File: src/rtl/fdb_pkg.sv
// Package: shared types and register map for the frame dump buffer.
// Assumes a 2-bit register address space.
package fdb_pkg;

    typedef enum logic [2:0] {
        ST_IDLE,
        ST_ARMED,
        ST_CAPT,
        ST_READY,
        ST_DONE
    } dump_state_e;

    localparam logic [1:0] REG_CTRL = 2'd0;
    localparam logic [1:0] REG_DATA = 2'd1;
    localparam logic [1:0] REG_PEAK = 2'd2;

    localparam int BIT_EN    = 0;
    localparam int BIT_START = 1;
    localparam int BIT_READY = 2;
    localparam int BIT_DONE  = 3;

endpackage

File: src/rtl/fdb_pixel_store.sv
// Module: frame pixel buffer. One write port driven by capture and one
// asynchronous read port driven by the readout pointer.
// Assumes the controller never writes and reads the same entry in one cycle.
module fdb_pixel_store #(
    parameter int DEPTH = 400,
    parameter int PIX_W = 8,
    localparam int PTR_W = $clog2(DEPTH)
) (
    input  logic             clk,
    input  logic             we,
    input  logic [PTR_W-1:0] waddr,
    input  logic [PIX_W-1:0] wdata,
    input  logic [PTR_W-1:0] raddr,
    output logic [PIX_W-1:0] rdata
);

    logic [PIX_W-1:0] mem [DEPTH];

    // Store one pixel per write strobe.
    always_ff @(posedge clk) begin
        if (we) begin
            mem[waddr] <= wdata;
        end
    end

    // Present the entry at the readout pointer.
    always_comb begin
        rdata = mem[raddr];
    end

endmodule

File: src/rtl/fdb_peak_track.sv
// Module: per-frame peak detector. It restarts on the frame-start marker
// and keeps the largest valid pixel, independent of the capture state.
// Assumes pix_sof marks the first pixel cycle of a frame.
module fdb_peak_track #(
    parameter int PIX_W = 8
) (
    input  logic             clk,
    input  logic             rst_n,
    input  logic             pix_sof,
    input  logic             pix_valid,
    input  logic [PIX_W-1:0] pix_data,
    output logic [PIX_W-1:0] peak
);

    // Restart at frame start, otherwise keep the running maximum.
    always_ff @(posedge clk) begin
        if (!rst_n) begin
            peak <= '0;
        end else if (pix_sof) begin
            peak <= pix_valid ? pix_data : '0;
        end else if (pix_valid && (pix_data > peak)) begin
            peak <= pix_data;
        end
    end

endmodule

File: src/rtl/fdb_dump_ctrl.sv
// Module: arm/capture/download sequencer. It owns the enable and started
// flags, the write and read pointers, and the state that drives ready and
// complete.
// Assumes control writes and frame-start markers never share a cycle.
module fdb_dump_ctrl
    import fdb_pkg::*;
#(
    parameter int DEPTH = 400,
    localparam int PTR_W = $clog2(DEPTH)
) (
    input  logic             clk,
    input  logic             rst_n,
    input  logic             ctrl_wr,
    input  logic             ctrl_wbit,
    input  logic             data_rd,
    input  logic             pix_sof,
    input  logic             pix_valid,
    output logic             en,
    output logic             started,
    output logic             ready,
    output logic             done,
    output logic             rd_hit,
    output logic             cap_we,
    output logic [PTR_W-1:0] cap_addr,
    output logic [PTR_W-1:0] rd_addr
);

    localparam logic [PTR_W-1:0] LAST = PTR_W'(DEPTH - 1);

    dump_state_e      state;
    logic             en_q;
    logic             start_q;
    logic [PTR_W-1:0] wptr;
    logic [PTR_W-1:0] rptr;
    logic             capturing;
    logic             can_start;

    // Decode the capture window and the strobes that leave the sequencer.
    always_comb begin
        capturing = (state == ST_CAPT);
        can_start = (state == ST_ARMED) || capturing;
        rd_hit    = data_rd && (state == ST_READY);
        cap_we    = pix_valid && (pix_sof ? can_start : capturing);
        cap_addr  = pix_sof ? '0 : wptr;
        rd_addr   = rptr;
        en        = en_q;
        started   = start_q;
        ready     = (state == ST_READY);
        done      = (state == ST_DONE);
    end

    // Advance the sequencer: abort, arm, capture and download.
    always_ff @(posedge clk) begin
        if (!rst_n) begin
            state   <= ST_IDLE;
            en_q    <= 1'b0;
            start_q <= 1'b0;
            wptr    <= '0;
            rptr    <= '0;
        end else if (ctrl_wr && !ctrl_wbit) begin
            state   <= ST_IDLE;
            en_q    <= 1'b0;
            start_q <= 1'b0;
            wptr    <= '0;
            rptr    <= '0;
        end else begin
            if (ctrl_wr && !en_q) begin
                en_q  <= 1'b1;
                state <= ST_ARMED;
            end
            case (state)
                ST_ARMED, ST_CAPT: begin
                    if (pix_sof) begin
                        start_q <= 1'b1;
                        state   <= ST_CAPT;
                        wptr    <= pix_valid ? PTR_W'(1) : '0;
                    end else if (capturing && pix_valid) begin
                        if (wptr == LAST) begin
                            state <= ST_READY;
                            wptr  <= '0;
                        end else begin
                            wptr <= wptr + 1'b1;
                        end
                    end
                end
                ST_READY: begin
                    if (rd_hit) begin
                        if (rptr == LAST) begin
                            state <= ST_DONE;
                            rptr  <= '0;
                        end else begin
                            rptr <= rptr + 1'b1;
                        end
                    end
                end
                default: ;
            endcase
        end
    end

endmodule

File: src/rtl/frame_dump_buf.sv
// Module: top of the single-frame capture and readout buffer. It decodes
// the register port, registers the read data and joins the sequencer,
// pixel store and peak detector.
// Assumes reg_rd and reg_wr are never high together.
module frame_dump_buf
    import fdb_pkg::*;
#(
    parameter int FRAME_PIXELS = 400,
    parameter int PIX_W        = 8,
    localparam int PTR_W       = $clog2(FRAME_PIXELS)
) (
    input  logic             clk,
    input  logic             rst_n,
    input  logic             pix_sof,
    input  logic             pix_valid,
    input  logic [PIX_W-1:0] pix_data,
    input  logic [1:0]       reg_addr,
    input  logic             reg_wr,
    input  logic             reg_rd,
    input  logic [PIX_W-1:0] reg_wdata,
    output logic [PIX_W-1:0] reg_rdata
);

    logic             ctrl_wr;
    logic             data_rd;
    logic             flag_en;
    logic             flag_start;
    logic             flag_ready;
    logic             flag_done;
    logic             rd_hit;
    logic             cap_we;
    logic [PTR_W-1:0] cap_addr;
    logic [PTR_W-1:0] rd_addr;
    logic [PIX_W-1:0] mem_q;
    logic [PIX_W-1:0] peak_val;
    logic [PIX_W-1:0] status;
    logic             unused_wbits;

    // Decode register strobes and assemble the status byte.
    always_comb begin
        ctrl_wr           = reg_wr && (reg_addr == REG_CTRL);
        data_rd           = reg_rd && (reg_addr == REG_DATA);
        status            = '0;
        status[BIT_EN]    = flag_en;
        status[BIT_START] = flag_start;
        status[BIT_READY] = flag_ready;
        status[BIT_DONE]  = flag_done;
        unused_wbits      = ^reg_wdata[PIX_W-1:1];
    end

    fdb_dump_ctrl #(.DEPTH(FRAME_PIXELS)) i_ctrl (
        .clk       (clk),
        .rst_n     (rst_n),
        .ctrl_wr   (ctrl_wr),
        .ctrl_wbit (reg_wdata[0]),
        .data_rd   (data_rd),
        .pix_sof   (pix_sof),
        .pix_valid (pix_valid),
        .en        (flag_en),
        .started   (flag_start),
        .ready     (flag_ready),
        .done      (flag_done),
        .rd_hit    (rd_hit),
        .cap_we    (cap_we),
        .cap_addr  (cap_addr),
        .rd_addr   (rd_addr)
    );

    fdb_pixel_store #(.DEPTH(FRAME_PIXELS), .PIX_W(PIX_W)) i_store (
        .clk   (clk),
        .we    (cap_we),
        .waddr (cap_addr),
        .wdata (pix_data),
        .raddr (rd_addr),
        .rdata (mem_q)
    );

    fdb_peak_track #(.PIX_W(PIX_W)) i_peak (
        .clk       (clk),
        .rst_n     (rst_n),
        .pix_sof   (pix_sof),
        .pix_valid (pix_valid),
        .pix_data  (pix_data),
        .peak      (peak_val)
    );

    // Register the read data selected by the address on a read strobe.
    always_ff @(posedge clk) begin
        if (!rst_n) begin
            reg_rdata <= '0;
        end else if (reg_rd) begin
            case (reg_addr)
                REG_CTRL: reg_rdata <= status;
                REG_DATA: reg_rdata <= rd_hit ? mem_q : '0;
                REG_PEAK: reg_rdata <= peak_val;
                default:  reg_rdata <= '0;
            endcase
        end
    end

endmodule

File: config.mk
export PLATFORM = sky130hd
export DESIGN_NAME = frame_dump_buf
export DESIGN_NICKNAME = d
export VERILOG_FILES = /design/src/rtl/fdb_pkg.sv /design/src/rtl/fdb_pixel_store.sv /design/src/rtl/fdb_peak_track.sv /design/src/rtl/fdb_dump_ctrl.sv /design/src/rtl/frame_dump_buf.sv
export SDC_FILE = /design/constraint.sdc
export NUM_CORES = 2
export LEC_CHECK = 0
export BUFFER_PORTS_ARGS = -buffer_cell sky130_fd_sc_hd__buf_2
export CAP_MARGIN = 10
export CORE_MARGIN = 2
export CORE_UTILIZATION = 50
export DETAILED_ROUTE_END_ITERATION = 12
export HOLD_SLACK_MARGIN = 0.15
export PLACE_DENSITY = 0.72
export SLEW_MARGIN = 10
export SYNTH_ARGS = -nofsm -noshare
export SYNTH_HDL_FRONTEND = slang
export SYNTH_SLANG_ARGS = --single-unit
File: constraint.sdc
create_clock -name clk -period 4.9 [get_ports clk]
set_input_delay 0.49 -clock clk [delete_from_list [all_inputs] [get_ports clk]]
set_output_delay 0.49 -clock clk [all_outputs]
set_load 0.01 [all_outputs]
==> out/results.ini <==
[drt]
drtIter0Drc = 10749
ant_nets = 0
route.detailed.drc = 0
finalWirelength_mm = 356.4
vias_per_cell = 6.623
avgRoutedWirePerCell_um = 35.41
num_vias = 66668
dr.pass1.iters = 8

[sta]
min_period_ns = 4.509
hold_viol_final = 0
setup_tns_ns = 0
relSlewSlack_pct = 15.86
setup_viol = 0
drv_slew = 0
holdWs_ns = 0.1994
worst_pin_slew_ns = 1.258
max_freq_mhz = 221.8
rsz0062_at_grt = false
fin_crit_sh_pct = 92.03
skew_ns = 0.08311

[synth]
syn-instance-count = 6130
synthDistinctLibCells = 82
ys_ff_latch = 3248
ys_seq_area_share_pct = 76.32
synth_edf_count = 3200
syn_avg_cell_area_um2 = 20.75
async_flop_share_pct = 0
yosysWarningCount = 0
synthFlopType = edfxtp_1
synth_fp_nets = 6164
synth_area_leaders = edfxtp_1, mux4_2, nor2_1
syn_area_um2 = 127200
synth_top_area_share_pct = 75.56
yosysTopAreaCell = edfxtp_1

[status]
status = finished, final reports clean

[clocking]
cts.path.max_buffers = 4
cts.sinks = 3248
cts_buffers = 329
h-tree-depth = 5
clock-root-buffer = clkbuf_16
clk_latency_ns = 0.99
clkTransAtPathRegs_ns = 0.06
cts_tree = yes
cts.repair.resized = 0

[power_and_ir_drop]
leakage_nw = 42.98
power_density_nw_per_um2 = 387.5
ir_worst_vdd_uv = 392.6

[place]
place_hpwl_mm = 223.6
place.gp.congestion = 0.9536
dp_cells = 9462
port_buffers = 24

[grt]
antenna_found_initial = 23
grt_pass1_vias = 65355
overflow = 0
grt_max_degree = 219
track_usage_pct = 27.52
grt_pass1_wl_mm = 499.4

[finish]
nets = 6476
mostFrequentLayoutCell = edfxtp_1
fin_util_pct = 56.18
fin_cells = 10066
drive_above_1_share_pct = 23.68
areaGrowthSynthToFinish_pct = 11.97
final_cell_mix = edfxtp_1, mux4_2, nor2_1, clkbuf_16, buf_4

[floorplan]
initial_core_util_pct = 50.17
core_area_um2 = 253500
die-area_um2 = 258400
die-height_um = 508.3
die_width_um = 508.3
ios = 32
rows = 185

[critical_path]
path_cells = buf_4 -> mux4_2 -> mux2i_1 -> o211ai_1 -> nor4_1 -> buf_4 -> nor4_2 -> a41oi_1 -> a21oi_1
arrival_ns = 5.32
start_kind = flop
path_class = flop to flop
cp_max_fo = 28
slowest_delay_ns = 0.94
critPathSlowestCell = nor4_1
cpMostUsedCell = buf_4
cp.required_ns = 5.71
end_kind = flop

[worst_hold_path]
hold_path_class = input port to flop

[job]
drv_cap = 0

==> through the flow <==
step | power, mW | area [um^2] | setup slack [ns]
after global routing | 56.24 | 142300 | 0.2042
after floorplan | 31.17 | 127200 | 2.296
after CTS | 55.21 | 142300 | 0.4682
final | 55.18 | 142400 | 0.3907
after global placement | 31.67 | 132200 | 0.5454
after detailed placement | 31.71 | 132200 | 0.5760
==> worst paths after layout <==
check                      start        endpoint  slack [ns]  cells after the start
hold reg to reg   i_peak.peak[2]  i_peak.peak[2]        0.50                      2
hold / removal       reg_addr[0]    reg_rdata[0]        0.20                      5
setup reg to reg            flop    reg_rdata[1]        0.39                      9
setup / recovery            flop    reg_rdata[1]        0.39                      9
==> cells by family (layout without fill, tap and decap cells) <==
logic type | after synthesis | in the layout | share of synthesized area, %
AOI/OAI and AO/OA | 494 | 494 | 2.722
xor gates and xnor gates | 14 | 14 | 0.09642
adders and majority gates | 10 | 10 | 0.09839
buffers and inverters | 393 | 944 | 2.021
DFF | 3248 | 3248 | 76.32
muxes | 949 | 949 | 15.13
other | 0 | 19 | 0
and+or+nand+nor | 1022 | 1022 | 3.617
==> timing repair <==
item,CTS,global route
setup endpoints to repair,0,0
hold buffers,15,0
buffers inserted,0,0
hold endpoints to repair,469,0
==> where the power goes <==
part,internal [mW],switching (mW),leakage [nW]
Clock,13.7,10.3,4.92
Combinational,0.0783,0.551,8.92
Sequential,30.5,0.0116,29.1
Total,44.3,10.9,43.0
==> cells in the mapped netlist, types with 9 or more instances <==
cell	number
nand3_1	66
mux2i_1	164
o22ai_1	71
buf_4	45
mux2_2	16
and2_1	31
nor2_1	509
buf_1	12
a31oi_1	20
mux4_1	25
mux4_2	744
nand2_1	183
a221oi_1	12
buf_6	55
nor2b_1	34
o211ai_1	16
a2111oi_0	16
dfxtp_1	48
a211oi_1	41
a22oi_1	91
nor3_1	65
nand3b_1	9
a21oi_1	48
buf_2	87
buf_8	17
o21ai_0	64
and3_1	11
o2111ai_1	10
nor4_1	16
ha_1	10
inv_1	21
edfxtp_1	3200
nand4_1	31
a21boi_0	9
nand2b_1	18
clkbuf_1	141
o221ai_1	16
buf_12	13
or4_1	9
==> layer usage <==
| metal | part of all wire (%) | up-vias | wire length [um] | GRT usage [%] |
|---|---|---|---|---|
| li1 | - | 26131 | - | - |
| met1 | 35 | 34817 | 125100 | 36.41 |
| met2 | 46 | 4706 | 164200 | 41.70 |
| met3 | 13 | 988 | 45630 | 8.231 |
| met4 | 6.0 | 26 | 21270 | 13.92 |
| met5 | 0.089 | - | 316 | 0 |
==> state kept, by name, indices dropped and copies added, names as in the netlist, named ones only <==
| signal | cells |
|---|---|
| reg_rdata | 8 |
| i_store.mem | 3200 |
| i_ctrl.state | 3 |
| i_ctrl.en | 1 |
| i_ctrl.started | 1 |
| i_ctrl.wptr | 9 |
| i_ctrl.rd_addr | 9 |
| i_peak.peak | 8 |
==> critical path, delay by kind of cell, from the launching register on <==
kind,cells,cell delay (ns)
muxes,2,0.87
and+or+nand+nor,2,1.09
DFF,1,0.85
AOI/OAI and AO/OA,3,0.74
buffers and inverters,2,0.76
==> final cells by class <==
cell class | instances | area [um^2]
timing repair buffer | 352 | 3226
fill | 18174 | 111100
tap | 3366 | 4212
clock buffer | 392 | 8554
sequential | 3248 | 97070
inverter | 22 | 88.84
antenna | 19 | 47.55
clock inverter | 178 | 1483
multi-input combinational | 2489 | 27700
Power figures use the tool's default switching activity.
